`src/rtl/loadpipe_pkg.sv`:
```
package loadpipe_pkg;
  parameter int XLEN      = 32;
  parameter int REG_COUNT = 32;
  parameter int PROG_LEN  = 4;
  localparam int RIDX     = $clog2(REG_COUNT);
  localparam logic [5:0] OP_LOAD = 6'b100011;

  // strobes handed from control to datapath
  typedef struct packed {
    logic wreg;
    logic m2reg;
    logic aluImm;
  } ctrl_t;

  // fixed program: load k -> reg (2+k), offset 4k from reg 1
  function automatic logic [XLEN-1:0] progWord(input int idx);
    if (idx < PROG_LEN)
      return {OP_LOAD, 5'd1, 5'(2 + idx), 16'(4 * idx)};
    return '0;
  endfunction

  // preset data memory contents
  function automatic logic [XLEN-1:0] dataInit(input int w);
    if (w == 0) return XLEN'(32'h10000011 * 32'd10);
    if (w < 10) return XLEN'(32'h10000011 * 32'(w));
    return '0;
  endfunction
endpackage

```
`src/rtl/loadpipe_ctrl.sv`:
```
module loadpipe_ctrl
  import loadpipe_pkg::*;
(
  input  logic [5:0] opcode,
  output ctrl_t      idCtrl
);
  always_comb begin
    idCtrl = '0;
    if (opcode == OP_LOAD) begin
      idCtrl.wreg   = 1'b1;
      idCtrl.m2reg  = 1'b1;
      idCtrl.aluImm = 1'b1;
    end
  end
endmodule

```
`src/rtl/loadpipe_dpath.sv`:
```
module loadpipe_dpath
  import loadpipe_pkg::*;
#(
  parameter int IMEM_WORDS = 16,
  parameter int DMEM_WORDS = 16
) (
  input  logic            clk,
  input  logic            rst,
  input  ctrl_t           idCtrl,
  output logic [5:0]      opcode,
  output logic [XLEN-1:0] pcOut,
  output ctrl_t           mCtrl,
  output logic [RIDX-1:0] mDest,
  output logic [XLEN-1:0] mAlu,
  output logic [XLEN-1:0] memData
);
  localparam int IA = $clog2(IMEM_WORDS);
  localparam int DA = $clog2(DMEM_WORDS);

  // fetch
  logic [XLEN-1:0] pc;
  logic [XLEN-1:0] fetchWord;
  logic [XLEN-1:0] ifIdInst;

  always_comb fetchWord = progWord(int'(pc[IA+1:2]));

  always_ff @(posedge clk) begin
    if (rst) begin
      pc       <= '0;
      ifIdInst <= '0;
    end else begin
      pc       <= pc + XLEN'(4);
      ifIdInst <= fetchWord;
    end
  end

  // decode
  logic [RIDX-1:0] rs, rt;
  logic [XLEN-1:0] immExt, rsVal, rtVal;
  logic [XLEN-1:0] regFile [REG_COUNT];

  assign opcode = ifIdInst[31:26];
  assign rs     = ifIdInst[25:21];
  assign rt     = ifIdInst[20:16];
  assign immExt = {{(XLEN-16){ifIdInst[15]}}, ifIdInst[15:0]};

  // register storage; write port belongs to the absent write-back stage
  always_ff @(posedge clk) begin
    if (rst) begin
      for (int r = 0; r < REG_COUNT; r++) regFile[r] <= '0;
    end
  end

  always_comb begin
    rsVal = (rs == '0) ? '0 : regFile[rs];
    rtVal = (rt == '0) ? '0 : regFile[rt];
  end

  // decode/execute register
  ctrl_t           eCtrl;
  logic [XLEN-1:0] eA, eB, eImm;
  logic [RIDX-1:0] eDest;

  always_ff @(posedge clk) begin
    if (rst) begin
      eCtrl <= '0;
      eA    <= '0;
      eB    <= '0;
      eImm  <= '0;
      eDest <= '0;
    end else begin
      eCtrl <= idCtrl;
      eA    <= rsVal;
      eB    <= rtVal;
      eImm  <= immExt;
      eDest <= rt;
    end
  end

  // execute: adder with immediate select
  logic [XLEN-1:0] aluB, aluOut;
  always_comb begin
    aluB   = eCtrl.aluImm ? eImm : eB;
    aluOut = eA + aluB;
  end

  // execute/memory register
  always_ff @(posedge clk) begin
    if (rst) begin
      mCtrl <= '0;
      mDest <= '0;
      mAlu  <= '0;
    end else begin
      mCtrl <= eCtrl;
      mDest <= eDest;
      mAlu  <= aluOut;
    end
  end

  // memory: read-only preset data memory
  logic [XLEN-1:0] dataMem [DMEM_WORDS];
  for (genvar w = 0; w < DMEM_WORDS; w++) begin : g_dmem
    assign dataMem[w] = dataInit(w);
  end

  assign memData = dataMem[mAlu[DA+1:2]];
  assign pcOut   = pc;
endmodule

```
`src/rtl/loadpipe_top.sv`:
```
module loadpipe_top
  import loadpipe_pkg::*;
#(
  parameter int IMEM_WORDS = 16,
  parameter int DMEM_WORDS = 16
) (
  input  logic        clk,
  input  logic        rst,
  output logic [31:0] pcOut,
  output logic        exMemWreg,
  output logic        exMemM2reg,
  output logic [4:0]  exMemDest,
  output logic [31:0] exMemAlu,
  output logic        memWbWreg,
  output logic        memWbM2reg,
  output logic [4:0]  memWbDest,
  output logic [31:0] memWbAlu,
  output logic [31:0] memWbData
);
  ctrl_t      idCtrl;
  ctrl_t      mCtrl;
  logic [5:0] opcode;

  loadpipe_ctrl u_ctrl (
    .opcode (opcode),
    .idCtrl (idCtrl)
  );

  loadpipe_dpath #(
    .IMEM_WORDS (IMEM_WORDS),
    .DMEM_WORDS (DMEM_WORDS)
  ) u_dpath (
    .clk     (clk),
    .rst     (rst),
    .idCtrl  (idCtrl),
    .opcode  (opcode),
    .pcOut   (pcOut),
    .mCtrl   (mCtrl),
    .mDest   (exMemDest),
    .mAlu    (exMemAlu),
    .memData (memWbData)
  );

  assign exMemWreg  = mCtrl.wreg;
  assign exMemM2reg = mCtrl.m2reg;
  assign memWbWreg  = mCtrl.wreg;
  assign memWbM2reg = mCtrl.m2reg;
  assign memWbDest  = exMemDest;
  assign memWbAlu   = exMemAlu;
endmodule

```
`config.mk`:
```
export PLATFORM = sky130hd
export DESIGN_NAME = loadpipe_top
export DESIGN_NICKNAME = d
export VERILOG_FILES = /design/src/rtl/loadpipe_pkg.sv /design/src/rtl/loadpipe_ctrl.sv /design/src/rtl/loadpipe_dpath.sv /design/src/rtl/loadpipe_top.sv
export SDC_FILE = /design/constraint.sdc
export NUM_CORES = 1
export LEC_CHECK = 0
export BUFFER_PORTS_ARGS = -buffer_cell sky130_fd_sc_hd__buf_2
export CORE_UTILIZATION = 41
export CTS_CLUSTER_DIAMETER = 150
export DETAILED_ROUTE_END_ITERATION = 6
export PLACE_DENSITY = 0.76
export REMOVE_ABC_BUFFERS = 1
export SLEW_MARGIN = 20
export SYNTH_ARGS = -nofsm -noshare
export SYNTH_HDL_FRONTEND = slang
export SYNTH_SLANG_ARGS = --single-unit
```
`constraint.sdc`:
```
create_clock -name clk -period 1.6 [get_ports clk]
set_input_delay 0.08 -clock clk [delete_from_list [all_inputs] [get_ports clk]]
set_output_delay 0.08 -clock clk [all_outputs]
set_load 0.02 [all_outputs]
```
==> results.sh, run 1 <==
export IMPL_p_comb_share_pct=9.9
export IMPL_yosys_area_share_simple_pct=19.9
export IMPL_clkTransAtPathRegs_ns=0.07
export IMPL_met2_usage_pct=26.6
export IMPL_synthXorXnorAreaFrac_pct=3.69
export IMPL_routedWlPerCell_um=11.3
export IMPL_p_seq_share_pct=47.2
export IMPL_ios=144
export IMPL_stdcell_count=493
export IMPL_yosysUniqueCellTypes=29
export IMPL_rows=30
export IMPL_hpwl_um=3970
export IMPL_gp_congestion=0.807
export IMPL_clk_latency_ns=0.34
export IMPL_synthCells=312
export IMPL_cts_root_buf="clkbuf_8"
export IMPL_fin_nets=412
export IMPL_die_area_um2=7290
export IMPL_antenna_found_initial=0
export IMPL_crit_chain="ha_4 > and4_4 > nand4_4 > buf_4 > or3_1 > a21oi_2"
export IMPL_yosys_area_top_type_share_pct=40.7
export IMPL_synth_seq_area_share_pct=40.7
export IMPL_met3_usage_pct=4.28
export IMPL_final_util_pct=51.9
export IMPL_grt_overflow=0
export IMPL_grt_max_degree=16
export IMPL_cts_sinks=58
export IMPL_max_clock_freq_ghz=0.583
export IMPL_fillers=602
export IMPL_dr_pass1_iters=4
export IMPL_p_int_mw=2.30
export IMPL_arrival_ns=1.98
export IMPL_final_cell_mix="conb_1, buf_2, dfxtp_1"
export IMPL_hold_viol=0
export IMPL_wl_um=5580
export IMPL_crit_buf_inv=1
export IMPL_synth_cell_area_um2=2850
export IMPL_setup_viol=9
export IMPL_cap_violations=0
export IMPL_ant_nets=0
export IMPL_setup_slack_ns=-0.114
export IMPL_slowest_delay_ns=0.38
export IMPL_synth_area_leaders="dfxtp_1, buf_4, nor2b_1"
export IMPL_skew_ns=0.00823
export IMPL_synth_area_mux_share_pct=0.395
export IMPL_dpl_worst_slack_ns=-0.170
export IMPL_cts_tree="done"
export IMPL_grt_busiest_layer="met2"
export IMPL_syn_area_per_cell_um2=9.14
export IMPL_yosys_area_share_adder_pct=0.878
export IMPL_cp_start_kind="flip-flop"
export IMPL_avgViaCountPerCell=4.48
export IMPL_vias=2211
export IMPL_drv_slew=0
export IMPL_grt_pass1_wl_um=8710
export IMPL_end_kind="flip-flop"
export IMPL_peakVddDrop_mv=0.700
export IMPL_area_growth_pct=23.0
export IMPL_final_layout_size_suffix_gt1_share_pct=36.8
export IMPL_clkPwrFrac_pct=42.8
export IMPL_grt_usage_pct=15.2
export IMPL_crit_path_max_fanout=6
export IMPL_power_density_nw_per_um2=907
export IMPL_finalPower_mw=3.18
export IMPL_holdWs_ns=0.110
export IMPL_power_switching_mw=0.876
export IMPL_hold_path_class="in -> reg"
export IMPL_fp_dieW_um=85.4
export IMPL_ctsHtreeMaxLevel=3
export IMPL_crit_slowest_cell="dfxtp_4"
export IMPL_synth_top_family_by_area="buffers and inverters"
export IMPL_cts_buffer_depth=2
export IMPL_place_inst=470
export IMPL_finalCriticalPeriod_ns=1.71
export IMPL_sw_frac_of_total_pct=27.6
export IMPL_critPathKind="reg -> reg"
export IMPL_die_height_um=85.4
export IMPL_synth_top_area_cell="dfxtp_1"
export IMPL_diodes=0
export IMPL_drc=0
export IMPL_start_util_pct=42.2
export IMPL_ys_seq_elements=58
export IMPL_cp_data_required_time_ns=1.86
export IMPL_p_leak_nw=1.73
export IMPL_period_share_pct=107
export IMPL_core_area_um2=6760
export IMPL_cts_made_buffers=9
export IMPL_violations="setup timing"
export IMPL_grt_pass1_vias=1890
export IMPL_synth_warnings=0
export IMPL_portBuffers=65
export IMPL_synth_compound_area_share_pct=6.50
export IMPL_path_delay_family="simple AND/OR/NAND/NOR gates"
export IMPL_grt_setup_unrepaired="yes"
export IMPL_use_met1_pct=16.7
export IMPL_outcome="finished with violations"
export IMPL_final_common_cell="conb_1"
export IMPL_drtIter0Drc=114
area by class of cell:
type                    instances  area, µm²  share of cell area (%)
clock buffers                  10        138                    3.92
clock inverters                 6       66.3                    1.89
inverters                       2       7.51                   0.214
multi-input cells             225       1330                    37.8
flip-flops and latches         58       1170                    33.4
well taps                      80        100                    2.85
repair buffers                112        697                    19.9
flip-flops by register name, indices dropped and copies added, names as in the netlist:
| name | cells |
|---|---|
| u_dpath.pcOut | 30 |
| u_dpath.ifIdInst | 9 |
| u_dpath.eDest | 5 |
| u_dpath.mDest | 5 |
| u_dpath.mAlu | 4 |
| u_dpath.eImm | 3 |
| u_dpath.eCtrl | 1 |
| u_dpath.mCtrl | 1 |
metrics by stage:
step | setup TNS [ns] | cell area [µm²]
after floorplan | -6.30 | 2370
after global placement | -0.556 | 3100
after detailed placement | -1.90 | 3100
after CTS | -0.259 | 3460
after global routing | -1.34 | 3510
final | -0.404 | 3510
power by group through the flow:
stage          clock network (mW)  registers (mW)  logic, mW
6_report                     1.36            1.50      0.316
5_1_grt                      1.45            1.50      0.340
4_1_cts                      1.38            1.50      0.313
3_5_place_dp                    0            1.53      0.304
3_3_place_gp                    0            1.53      0.301
2_1_floorplan                   0            1.56      0.201
Yosys cell counts, drive strengths merged:
cell type	n
ha	2
buf	105
mux2	1
nand2	8
and3	2
nor2b	18
nand4	8
nand3	10
nor4	1
and4	5
nor3	2
and2	10
a211oi	1
or3	6
xnor2	3
a21oi	15
clkbuf	3
o31ai	9
conb	1
or4	9
inv	2
o21ai	7
nor2	17
dfxtp	58
xor2	9
path summary, 6_finish.rpt:
kind                                        from                 to  slack, ns  depth (start not counted)
worst max-delay path            u_dpath.pcOut[2]  u_dpath.pcOut[16]      -0.11                          6
worst min-delay path                         rst  u_dpath.pcOut[13]       0.11                          2
worst max register to register  u_dpath.pcOut[2]  u_dpath.pcOut[16]      -0.11                          6
worst min register to register   u_dpath.eImm[3]    u_dpath.mAlu[3]       0.43                          1
cells by family after synthesis:
family | Yosys count
xor gates and xnor gates | 12
DFF | 58
AOI/OAI and AO/OA | 32
and+or+nand+nor | 96
buffers and inverters | 110
muxes | 1
other | 1
adders and majority gates | 2
per-layer routing:
layer	vias up	wire [µm]
met5	-	0
met4	0	112
met3	16	442
met2	117	2840
met1	1019	2180
li1	1059	-
worst reg2reg max path: cells and delay by family (launching register included):
family          cells  cell delay, ns
buf+inv             1            0.19
simple gates        3            0.76
fa+ha+maj           1            0.14
compound gates      1            0.17
flops               1            0.38
repair_timing:
| action | 4_1_cts | 5_1_grt |
|---|---|---|
| hold buffers | 0 | 0 |
| endpoints found under the setup margin | 15 | 15 |
| buffers inserted | 5 | 1 |
| gates cloned | 1 | 0 |
| pin swaps | 14 | 4 |
| gates resized for setup | 28 | 10 |
Power figures use the tool's default switching activity.
==> inputs of run 2 (changes only) <==
--- a/config.mk
+++ b/config.mk
@@ -11,5 +11,7 @@
 export DETAILED_ROUTE_END_ITERATION = 6
 export PLACE_DENSITY = 0.76
+export RECOVER_POWER = 100
 export REMOVE_ABC_BUFFERS = 1
+export SETUP_SLACK_MARGIN = 0.2
 export SLEW_MARGIN = 20
 export SYNTH_ARGS = -nofsm -noshare
==> constraint.sdc (replaced) <==
create_clock -name clk -period 1.6 [get_ports clk]
set_input_delay 0.24 -clock clk [delete_from_list [all_inputs] [get_ports clk]]
set_output_delay 0.24 -clock clk [all_outputs]
set_load 0.02 [all_outputs]
==> run 2 against run 1 <==
Critical endpoint is now u_dpath.pcOut[26]. Via count increased by 1.2%. Core utilization increased by 3.4 points. Hold slack improved by 0.17 ns. The run still ends with setup timing left.
==> results.sh, run 2 (same netlist as run 1, synthesis figures left out) <==
export IMPL_outcome="finished with violations"
export IMPL_violations="setup timing"
export IMPL_grt_usage_pct=15.5
export IMPL_peakVddDrop_mv=0.699
export IMPL_cts_sinks=58
export IMPL_grt_overflow=0
export IMPL_area_growth_pct=31.2
export IMPL_routed_top_layer="met4"
export IMPL_cts_root_buf="clkbuf_8"
export IMPL_portBuffers=65
export IMPL_cts_buffer_depth=2
export IMPL_antenna_found_initial=0
export IMPL_start_util_pct=42.2
export IMPL_cp_start_kind="flip-flop"
export IMPL_period_share_pct=105
export IMPL_finalCriticalPeriod_ns=1.68
export IMPL_ios=144
export IMPL_r2r_slack_ns=-0.08
export IMPL_ctsHtreeMaxLevel=3
export IMPL_dpl_worst_slack_ns=-0.170
export IMPL_finalSetupTns_ns=-0.454
export IMPL_route_met3_wl_um=434
export IMPL_wl_met1_um=2220
export IMPL_gp_congestion=0.807
export IMPL_rows=30
export IMPL_rr_worst_depth=5
export IMPL_wl_met2_um=3260
export IMPL_grt_pass1_vias=1940
export IMPL_cp_data_required_time_ns=1.87
export IMPL_clkTransAtPathRegs_ns=0.07
export IMPL_seqCellArea_um2=1190
export IMPL_hold_viol=0
export IMPL_vias=2237
export IMPL_arrival_ns=1.95
export IMPL_final_common_cell="conb_1"
export IMPL_routedWlPerCell_um=12.0
export IMPL_drv_slew=0
export IMPL_clk_latency_ns=0.34
export IMPL_multiInputGateArea_um2=1410
export IMPL_critPathKind="reg -> reg"
export IMPL_hold_depth=2
export IMPL_fillers=570
export IMPL_wl_um=5980
export IMPL_stdcell_count=499
export IMPL_drtIter0Drc=110
export IMPL_r2r_end="u_dpath.pcOut[26]"
export IMPL_r2r_start="u_dpath.pcOut[3]"
export IMPL_p_leak_nw=1.79
export IMPL_grt_max_degree=16
export IMPL_ctsHoldBuffers=0
export IMPL_ant_nets=0
export IMPL_hpwl_um=3970
export IMPL_die_area_um2=7290
export IMPL_largest_reg_flops=30
export IMPL_hp_start="rst"
export IMPL_design_area_um2=3740
export IMPL_grt_setup_unrepaired="yes"
export IMPL_skew_ns=0.00879
export IMPL_place_area_um2=3100
export IMPL_dr_pass1_iters=5
export IMPL_min_to="u_dpath.pcOut[21]"
export IMPL_setup_viol=10
export IMPL_diodes=0
export IMPL_place_inst=470
export IMPL_setup_slack_ns=-0.0751
export IMPL_final_cell_mix="conb_1, buf_2, dfxtp_1"
export IMPL_hold_path_class="in -> reg"
export IMPL_cap_violations=0
export IMPL_cts_tree="done"
export IMPL_grt_pass1_wl_um=8860
export IMPL_power_density_nw_per_um2=853
export IMPL_cts_made_buffers=9
export IMPL_crit_path_max_fanout=6
export IMPL_fp_dieW_um=85.4
export IMPL_end_kind="flip-flop"
export IMPL_avgViaCountPerCell=4.48
export IMPL_drc=0
export IMPL_die_height_um=85.4
export IMPL_final_layout_size_suffix_gt1_share_pct=42.7
export IMPL_max_clock_freq_ghz=0.597
export IMPL_fin_nets=418
export IMPL_core_area_um2=6760
-- run 2: area by class of cell --
type | instances | area share [%]
Sequential cell | 58 | 31.9
Inverter | 2 | 0.201
Clock inverter | 6 | 1.77
Tap cell | 80 | 2.68
Timing Repair Buffer | 118 | 22.1
Multi-Input combinational cell | 225 | 37.7
Clock buffer | 10 | 3.68
-- run 2: worst max path at each step --
stage	start	to	slack, ns
5_1_grt	u_dpath.pcOut[4]	u_dpath.pcOut[19]	-0.13
2_1_floorplan	u_dpath.mAlu[5]	memWbData[31]	-0.69
3_5_place_dp	u_dpath.pcOut[3]	u_dpath.pcOut[22]	-0.17
3_3_place_gp	u_dpath.pcOut[3]	u_dpath.pcOut[24]	-0.07
6_report	u_dpath.pcOut[3]	u_dpath.pcOut[26]	-0.08
4_1_cts	u_dpath.pcOut[3]	u_dpath.pcOut[24]	-0.05
-- run 2: worst max-delay path: stages (launching register included) --
cell and delay [ns]:
dfxtp_4 0.38, ha_4 0.14, and4_4 0.27, nand4_4 0.15, or4_4 0.54, a21oi_2 0.13
-- run 2: metrics by stage --
step	hold WS (ns)	power, mW	util, %
after floorplan	0.307	1.76	-
after global placement	0.408	1.83	45.9
after detailed placement	0.413	1.83	45.9
after CTS	0.268	3.19	52.6
after global routing	0.291	3.30	55.4
final	0.283	3.19	55.4
-- run 2: repair_timing --
| action | CTS | global route |
|---|---|---|
| pin swaps | 24 | 24 |
| setup endpoints to repair | 29 | 34 |
| setup buffers | 8 | 4 |
| resized for setup | 56 | 42 |
| gates cloned | 1 | 0 |
-- run 2: metal layers --
layer  vias up  global-route usage [%]
met2       126                    27.6
met1      1026                    16.7
li1       1076                       -
met5         -                       0
met3         9                    4.28
met4         0                    8.18
-- run 2: power by group --
part	total [mW]	switching [mW]	internal, mW
clock network	1.36	0.599	0.759
logic	0.335	0.261	0.0740
registers	1.50	0.0201	1.48
total	3.19	0.879	2.31
